==> config.mk <==
export PLATFORM = sky130hd
export DESIGN_NAME = audio_lp_ctrl
export DESIGN_NICKNAME = d
export VERILOG_FILES = /design/src/rtl/alp_pkg.sv /design/src/rtl/alp_halt_dec.sv /design/src/rtl/alp_dir_fsm.sv /design/src/rtl/alp_ack.sv /design/src/rtl/audio_lp_ctrl.sv
export SDC_FILE = /design/constraint.sdc
export NUM_CORES = 1
export LEC_CHECK = 0
export BUFFER_PORTS_ARGS = -buffer_cell sky130_fd_sc_hd__buf_2
export CAP_MARGIN = 20
export CORE_AREA = 2 2 39 41
export CTS_CLUSTER_SIZE = 10
export DETAILED_ROUTE_END_ITERATION = 10
export DIE_AREA = 0 0 41 43
export PLACE_DENSITY = 0.58
export SLEW_MARGIN = 20
export SYNTH_ARGS = -nofsm -noshare
export SYNTH_HDL_FRONTEND = slang
export SYNTH_SLANG_ARGS = --single-unit
==> constraint.sdc <==
create_clock -name clk_i -period 1.3 [get_ports clk_i]
set_input_delay 0.325 -clock clk_i [delete_from_list [all_inputs] [get_ports clk_i]]
set_output_delay 0.325 -clock clk_i [all_outputs]
set_load 0.005 [all_outputs]
==> src/rtl/alp_pkg.sv <==
package alp_pkg;
  typedef enum logic [1:0] {
    DIR_OFF   = 2'd0,
    DIR_ARMED = 2'd1,
    DIR_BUSY  = 2'd2
  } dir_st_e;

  localparam int TX_IDX = 0;
endpackage

==> src/rtl/alp_halt_dec.sv <==
module alp_halt_dec #(
  parameter int N_DIR = 2
) (
  input  logic             stop_req_i,
  input  logic             low_leak_i,
  input  logic             dbg_halt_i,
  input  logic [N_DIR-1:0] dir_en_i,
  input  logic [N_DIR-1:0] stop_keep_i,
  input  logic [N_DIR-1:0] dbg_keep_i,
  output logic [N_DIR-1:0] halt_o,
  output logic [N_DIR-1:0] stop_due_o
);
  for (genvar d = 0; d < N_DIR; d++) begin : g_dir
    // low leakage overrides the keep bit
    assign stop_due_o[d] = low_leak_i | ~stop_keep_i[d];
    assign halt_o[d]     = ~dir_en_i[d]
                         | (stop_req_i & stop_due_o[d])
                         | (dbg_halt_i & ~dbg_keep_i[d]);
  end
endmodule

==> src/rtl/alp_dir_fsm.sv <==
module alp_dir_fsm
  import alp_pkg::*;
(
  input  logic clk_i,
  input  logic rst_ni,
  input  logic halt_i,
  input  logic sof_i,
  input  logic eof_i,
  output logic active_o,
  output logic busy_o
);
  dir_st_e st_q, st_d;

  always_comb begin
    st_d = st_q;
    unique case (st_q)
      DIR_OFF:   if (!halt_i) st_d = DIR_ARMED;
      DIR_ARMED: begin
        if (halt_i)     st_d = DIR_OFF;   // idle: park now, start ignored
        else if (sof_i) st_d = DIR_BUSY;
      end
      DIR_BUSY:  if (eof_i) st_d = halt_i ? DIR_OFF : DIR_ARMED;
      default:   st_d = DIR_OFF;
    endcase
  end

  always_ff @(posedge clk_i or negedge rst_ni) begin
    if (!rst_ni) st_q <= DIR_OFF;
    else         st_q <= st_d;
  end

  assign active_o = (st_q != DIR_OFF);
  assign busy_o   = (st_q == DIR_BUSY);
endmodule

==> src/rtl/alp_ack.sv <==
module alp_ack #(
  parameter int N_DIR = 2
) (
  input  logic             stop_req_i,
  input  logic [N_DIR-1:0] stop_due_i,
  input  logic [N_DIR-1:0] busy_i,
  output logic             ack_o
);
  logic [N_DIR-1:0] pending;

  for (genvar d = 0; d < N_DIR; d++) begin : g_pend
    assign pending[d] = stop_due_i[d] & busy_i[d];
  end

  assign ack_o = stop_req_i & ~|pending;
endmodule

==> src/rtl/audio_lp_ctrl.sv <==
module audio_lp_ctrl
  import alp_pkg::*;
#(
  parameter int N_DIR = 2
) (
  input  logic             clk_i,
  input  logic             rst_ni,
  input  logic             stop_req_i,
  input  logic             low_leak_i,
  input  logic             dbg_halt_i,
  input  logic [N_DIR-1:0] dir_en_i,
  input  logic [N_DIR-1:0] stop_keep_i,
  input  logic [N_DIR-1:0] dbg_keep_i,
  input  logic [N_DIR-1:0] frame_start_i,
  input  logic [N_DIR-1:0] frame_end_i,
  output logic [N_DIR-1:0] active_o,
  output logic [N_DIR-1:0] bclk_en_o,
  output logic             tx_oe_o,
  output logic             stop_ack_o
);
  logic [N_DIR-1:0] halt_w, due_w, busy_w;

  alp_halt_dec #(.N_DIR(N_DIR)) u_dec (
    .stop_req_i (stop_req_i),
    .low_leak_i (low_leak_i),
    .dbg_halt_i (dbg_halt_i),
    .dir_en_i   (dir_en_i),
    .stop_keep_i(stop_keep_i),
    .dbg_keep_i (dbg_keep_i),
    .halt_o     (halt_w),
    .stop_due_o (due_w)
  );

  for (genvar d = 0; d < N_DIR; d++) begin : g_dir
    alp_dir_fsm u_fsm (
      .clk_i   (clk_i),
      .rst_ni  (rst_ni),
      .halt_i  (halt_w[d]),
      .sof_i   (frame_start_i[d]),
      .eof_i   (frame_end_i[d]),
      .active_o(active_o[d]),
      .busy_o  (busy_w[d])
    );
    // bit clock survives debug for any enabled direction
    assign bclk_en_o[d] = active_o[d] | (dbg_halt_i & dir_en_i[d]);
  end

  alp_ack #(.N_DIR(N_DIR)) u_ack (
    .stop_req_i(stop_req_i),
    .stop_due_i(due_w),
    .busy_i    (busy_w),
    .ack_o     (stop_ack_o)
  );

  assign tx_oe_o = busy_w[TX_IDX];
endmodule

==> key figures, run 1 <==
Final layout
  • Reg area: around 100 sq um
  • Top reg by flops: g_dir.u_fsm.st_q
  • Fraction of layout cells with a size suffix above 1: between 60% and 70%
  • Layout overhead on the synthesized area: 79.7%
  • Design area: ~540 sq um
  • Max FFs per register: 4
  • Ant. Diodes: 0
  • Most frequent cells in the layout: buf_2 (17), buf_4 (9), dfrtp_1 (4)
  • Commonest non-fill, non-tap cell in the layout: buf_2
  • Layout Nets: 82
  • Multi-input gate area: 184 sq um
  • Filler Cell Count: roughly 140
  • Largest registers: g_dir.u_fsm.st_q x4

Critical path
  • Nature of the critical path startpoint: flop
  • R2r setup slk: between 200 and 300 ps
  • Setup crit start: g_dir[0].u_fsm.st_q[0]$_DFFE_PN0P_
  • Critical Path, Cell by Cell: inv_2 -> nand2_2 -> inv_2 -> o21ai_2 -> o2111a_1 -> buf_2
  • Crit path buf inv count: 3
  • Top delay family on crit path: flip-flops
  • Critical path type: flop to primary output
  • Setup crit end kind: primary output
  • Max incr delay on CP: approximately 380 ps
  • Slowest-stage cell, CP: dfrtp_1
  • Most used cell, CP: inv_2
  • FF-to-FF path depth: 5
  • Worst EP required: approximately 1000 ps
  • Worst path arrival time: around 1200 ps
  • Crit-path max FO: 3
  • Worst R2R End: g_dir[0].u_fsm.st_q[1]$_DFFE_PN0P_
  • RR Startpoint: g_dir[0].u_fsm.st_q[0]$_DFFE_PN0P_

Logic synthesis
  • Mapped Nets: 49
  • Post-synth top area share: between 30% and 40%
  • Largest cells by area after synthesis: dfrtp_1 (33%), nor2b_1 (6.2%), a21o_1 (5.0%)
  • Unique cell type count in the Yosys netlist: 21
  • Synth Warn #: 0
  • Post-Syn Instances: 34
  • Synthesized area: approximately 300 sq um
  • Synth Register Bits: 4
  • Synth area leader: dfrtp_1
  • Sequential fraction of the synthesis area: between 30% and 40%
  • Syn Area/Cell: 8.87 sq um

Place
  • Pre-CTS setup slack: -13.4 ps
  • PortBufs: 20
  • DP HPWL: between 600 and 700 um
  • Global placement routability congestion: slightly above 0.7
  • Placed inst area: approximately 430 sq um

Clock tree
  • Root Driver: clkbuf_4
  • H-tree level count: 1
  • CTS tree: done
  • Total CTS buffers: 3
  • Clock tree buffer depth: 2
  • TritonCTS Sinks: 4
  • Clock transition at the registers of the reported paths: approximately 40 ps
  • Clk_lat worst skew: ~240 ps

STA
  • Least-Margin Pin Slew: around 260 ps
  • Clock Skew: roughly 0.04 ps
  • Final setup violation count: 6
  • Slew headroom: between 80% and 90%
  • Final Worst Setup Slack: -225 ps
  • Fmax: roughly 660 MHz
  • Minimum clock period: 1530 ps
  • RSZ-0062 raised after global routing: yes
  • Hold Vio Cnt, Final: 0
  • Crit share post-route: 117%
  • Max-slew violation count: 0

Worst hold path
  • Endpoint, Worst Hold: g_dir[0].u_fsm.st_q[1]$_DFFE_PN0P_
  • Cells on Worst Hold Path: 2
  • Min-delay src: frame_end_i[0]
  • Tightest Hold Check Type: primary input to flop

Global route
  • Pin count of the biggest net entering global routing: 5
  • Initial antenna violation count: 0
  • First-pass GRT wire length: between 1000 and 1500 um
  • GRT Overall Usage: about a tenth
  • Overflow after GRT: 0
  • Vias in the first global route: 337

Drt
  • DR WL/cell: 10.4 um
  • First drt pass iteration count: 2
  • Initial DRC count: 2
  • Via count: 365
  • Routed wire length: ~850 um
  • Routed vias/inst: 4.51
  • Post-route DRC: 0
  • Final ANT Viol Nets: 0

Floorplanning
  • DIE WIDTH: 41 um
  • Initial core utilization: between 20% and 30%
  • I/O Pins: 21
  • Row count: 14
  • Die span in y: 43 um
  • Die ar.: 1760 sq um
  • Core area: around 1400 sq um

Pwr
  • Pwr dens: between 700 and 800 nW/um^2
  • Leak Pwr: 0.290 nW
  • Final Power: approximately 0.42 mW
  • Peak supply drop: 268 uV

Outcome
  • Status: complete, but fails checks
  • Failing checks: setup timing

Job
  • Max_cap viols: 0
## layer usage
metal	GRT usage [%]	vias up	share of wire [%]
met5	0	-	0
met4	8.00	0	1.2
met3	4.71	2	9.3
met2	17.2	16	52
met1	7.79	168	37
li1	-	179	-
## per-stage QoR
stage | hold WS, ps | util, % | instances | setup TNS, ps
2_1_floorplan | 29.4 | - | 34 | 0
3_3_place_gp | 131 | 31.0 | 71 | -12.0
3_5_place_dp | 135 | 31.0 | 71 | -13.4
4_1_cts | 299 | 37.3 | 79 | -674
5_1_grt | 329 | 39.2 | 81 | -877
6_report | 307 | 39.2 | 81 | -669
## how the worst max path moves through the flow
stage	endpoint	slack (ps)	cells after the start
floorplan	bclk_en_o[1]	130	2
global placement	stop_ack_o	-10	6
detailed placement	stop_ack_o	-10	6
CTS	stop_ack_o	-210	6
global route	stop_ack_o	-270	6
finish	stop_ack_o	-230	6
## cell usage after synthesis
master     n
dfrtp_1    4
inv_1      3
nor2b_1    3
a21o_1     2
a21oi_1    2
buf_4      2
inv_2      2
nor2_1     2
or2_2      2
nand2_1    1
nand2_2    1
nand2b_1   1
nand3b_1   1
nor2b_4    1
o2111a_1   1
o21ai_1    1
o221ai_1   1
o221ai_2   1
o22a_1     1
o2bb2ai_1  1
o32ai_1    1
## area by class of cell
type,instances,share of cell area (%)
Timing Repair Buffer,30,36.3
Multi-Input combinational cell,23,33.9
Sequential cell,4,18.5
Clock buffer,3,4.16
Tap cell,16,3.70
Inverter,5,3.46
## cells by family after synthesis
group                  Yosys count  synth area share [%]
and+or+nand+nor                 12                  25.3
buffers and inverters            7                  11.2
DFF                              4                  33.2
AOI/OAI and AO/OA               11                  30.3
## power by group
group,internal [mW],total (mW),switching (mW)
clock network,0.103,0.152,0.0493
logic,0.0802,0.130,0.0497
registers,0.132,0.138,0.00662
## what timing repair did
item	CTS	global route
hold endpoints to repair	4	0
hold buffers	1	0
resized for setup	6	2
pin swaps	4	1
endpoints found under the setup margin	5	6
buffers inserted	4	2
Note: power is estimated with default switching activity, not from simulation.
==> inputs of run 2 (changes only) <==
--- a/config.mk
+++ b/config.mk
@@ -12,6 +12,7 @@
 export DETAILED_ROUTE_END_ITERATION = 10
 export DIE_AREA = 0 0 41 43
 export PLACE_DENSITY = 0.58
+export REMOVE_ABC_BUFFERS = 1
 export SLEW_MARGIN = 20
 export SYNTH_ARGS = -nofsm -noshare
 export SYNTH_HDL_FRONTEND = slang
==> key figures, run 2 (synthesized netlist as in run 1, its figures left out) <==
Final layout
  • Fraction of layout cells with a size suffix above 1: 59.7% (was 63.1%)
  • Non-Filler Instances: 78 (was 81)
  • Layout Nets: 79 (was 82)
  • Top reg by flops: g_dir.u_fsm.st_q (unchanged)
  • Most frequent cells in the layout: buf_2 (17), buf_4 (6), dfrtp_1 (4) (was buf_2 (17), buf_4 (9), dfrtp_1 (4))
  • Multi-input gate area: 181 sq um (was 184 sq um)
  • Filler Cell Count: 153 (was 143)
  • Largest registers: g_dir.u_fsm.st_q x4 (unchanged)
  • Max FFs per register: 4 (unchanged)
  • Layout overhead on the synthesized area: 71.4% (was 79.7%)
  • Ant. Diodes: 0 (unchanged)
  • Reg area: 100 sq um (unchanged)
  • Commonest non-fill, non-tap cell in the layout: buf_2 (unchanged)

Clock tree
  • Clock tree buffer depth: 2 (unchanged)
  • Total CTS buffers: 3 (unchanged)
  • Clk_lat worst skew: 230 ps (was 240 ps)
  • TritonCTS Sinks: 4 (unchanged)
  • Clock transition at the registers of the reported paths: 40 ps (about the same)
  • CTS tree: done (unchanged)
  • H-tree level count: 1 (unchanged)
  • Root Driver: clkbuf_4 (unchanged)

Job
  • Max_cap viols: 0 (unchanged)

Global route
  • First-pass GRT wire length: 1140 um (was 1120 um)
  • Top Usage Layer GRT: met2 (unchanged)
  • GR Util met2: 17.5% (was 17.2%)
  • Met1 usage: 8.14% (was 7.79%)
  • Overflow after GRT: 0 (unchanged)
  • Pin count of the biggest net entering global routing: 5 (unchanged)
  • GRT Overall Usage: 9.98% (was 10.1%)
  • Vias in the first global route: 342 (was 337)
  • Initial antenna violation count: 0 (unchanged)
  • Met3 usage: 3.14% (was 4.71%)

Floorplanning
  • Row count: 14 (unchanged)
  • Die span in y: 43 um (unchanged)
  • Core area: 1380 sq um (unchanged)
  • Initial core utilization: 21.8% (unchanged)
  • DIE WIDTH: 41 um (unchanged)
  • I/O Pins: 21 (unchanged)
  • Die ar.: 1760 sq um (unchanged)

Drt
  • DR WL/cell: 9.76 um (was 10.4 um)
  • Final ANT Viol Nets: 0 (unchanged)
  • Routed wire length: 761 um (was 846 um)
  • First drt pass iteration count: 2 (unchanged)
  • Routed vias/inst: 4.41 (was 4.51)
  • Via count: 344 (was 365)
  • Post-route DRC: 0 (unchanged)
  • Initial DRC count: 1 (was 2)

Outcome
  • Failing checks: setup timing (unchanged)
  • Status: complete, but fails checks (unchanged)

STA
  • Crit share post-route: 116% (was 117%)
  • Slew headroom: 81.4% (was 82.5%)
  • Final Worst Setup Slack: -208 ps (was -225 ps)
  • Minimum clock period: 1510 ps (was 1530 ps)
  • RSZ-0062 raised after global routing: yes (unchanged)
  • Fmax: 663 MHz (was 656 MHz)
  • Hold Vio Cnt, Final: 0 (unchanged)
  • Hold WS: 323 ps (was 307 ps)
  • Sum of negative setup slack: -662 ps (was -669 ps)
  • Least-Margin Pin Slew: 279 ps (was 262 ps)
  • Clock Skew: 0.0183 ps (was 0.0392 ps)
  • Max-slew violation count: 0 (unchanged)
  • Final setup violation count: 6 (unchanged)

Critical path
  • Nature of the critical path startpoint: flop (unchanged)
  • Setup crit end kind: primary output (unchanged)
  • Max incr delay on CP: 380 ps (about the same)
  • Worst EP required: 980 ps (about the same)
  • Slowest-stage cell, CP: dfrtp_1 (unchanged)
  • Crit-path max FO: 3 (unchanged)
  • Critical Path, Cell by Cell: nor2b_1 -> o21ai_2 -> o2111a_1 -> buf_2 (was inv_2 -> nand2_2 -> inv_2 -> o21ai_2 -> o2111a_1 -> buf_2)
  • Worst path arrival time: 1180 ps (was 1200 ps)
  • R2r setup slk: 320 ps (was 290 ps)
  • Critical path type: flop to primary output (unchanged)

Place
  • Pre-CTS setup slack: 2.61 ps (was -13.4 ps)
  • Placed Instances: 71 (unchanged)
  • PortBufs: 20 (unchanged)
  • DP HPWL: 617 um (was 653 um)
  • Global placement routability congestion: 0.629 (was 0.717)

Pwr
  • Leak Pwr: 0.281 nW (was 0.290 nW)
  • Peak supply drop: 347 uV (was 268 uV)
  • Pwr dens: 790 nW/um^2 (was 776 nW/um^2)
  • Final Power: 0.408 mW (was 0.421 mW)

Worst hold path
  • Tightest Hold Check Type: primary input to flop (unchanged)
run 2: path summary, 6_finish.rpt:
check	start	depth (start not counted)	endpoint
min reg2reg	g_dir[0].u_fsm.st_q[0]$_DFFE_PN0P_	2	g_dir[0].u_fsm.st_q[1]$_DFFE_PN0P_
max in group asynchronous	rst_ni	2	g_dir[0].u_fsm.st_q[0]$_DFFE_PN0P_
min	frame_end_i[0]	2	g_dir[0].u_fsm.st_q[1]$_DFFE_PN0P_
max reg2reg	g_dir[1].u_fsm.st_q[1]$_DFFE_PN0P_	4	g_dir[1].u_fsm.st_q[0]$_DFFE_PN0P_
min in group asynchronous	rst_ni	2	g_dir[1].u_fsm.st_q[0]$_DFFE_PN0P_
max	g_dir[1].u_fsm.st_q[1]$_DFFE_PN0P_	4	stop_ack_o
run 2: cell type report:
class | instances | area share, %
timing repair buffer | 27 | 33.7
multi-input combinational | 23 | 35.1
tap | 16 | 3.87
inverter | 5 | 3.63
clock buffer | 3 | 4.36
sequential | 4 | 19.4
run 2: repair_timing:
action / 4_1_cts / 5_1_grt
endpoints found under the setup margin: 5 / 6
hold endpoints to repair: 4 / 0
resized for setup: 4 / 3
setup buffers: 3 / 0
pin swaps: 3 / 1
hold buffers: 1 / 0
run 2: layer usage:
layer	up-vias	part of all wire, %
li1	175	-
met1	159	36
met2	10	57
met3	0	6.6
met4	0	0
met5	-	0
run 2: power breakdown:
part,total (mW),switching (mW),internal (mW)
registers,0.138,0.00591,0.132
clock network,0.150,0.0474,0.103
logic,0.120,0.0469,0.0735
total,0.408,0.100,0.308
run 2: worst max-delay path: cells and delay by family (launching register included):
| kind | cells | cell delay [ps] |
|---|---|---|
| flip-flops | 1 | 380 |
| AND/OR/NAND/NOR | 1 | 150 |
| buffers and inverters | 1 | 110 |
| AO/OA/AOI/OAI | 2 | 320 |
run 2: per-stage QoR:
step                      util, %  area (sq um)
final                        37.3           517
after global routing         37.3           517
after CTS                    36.2           500
after detailed placement     31.0           429
after global placement       31.0           429
after floorplan                 -           287
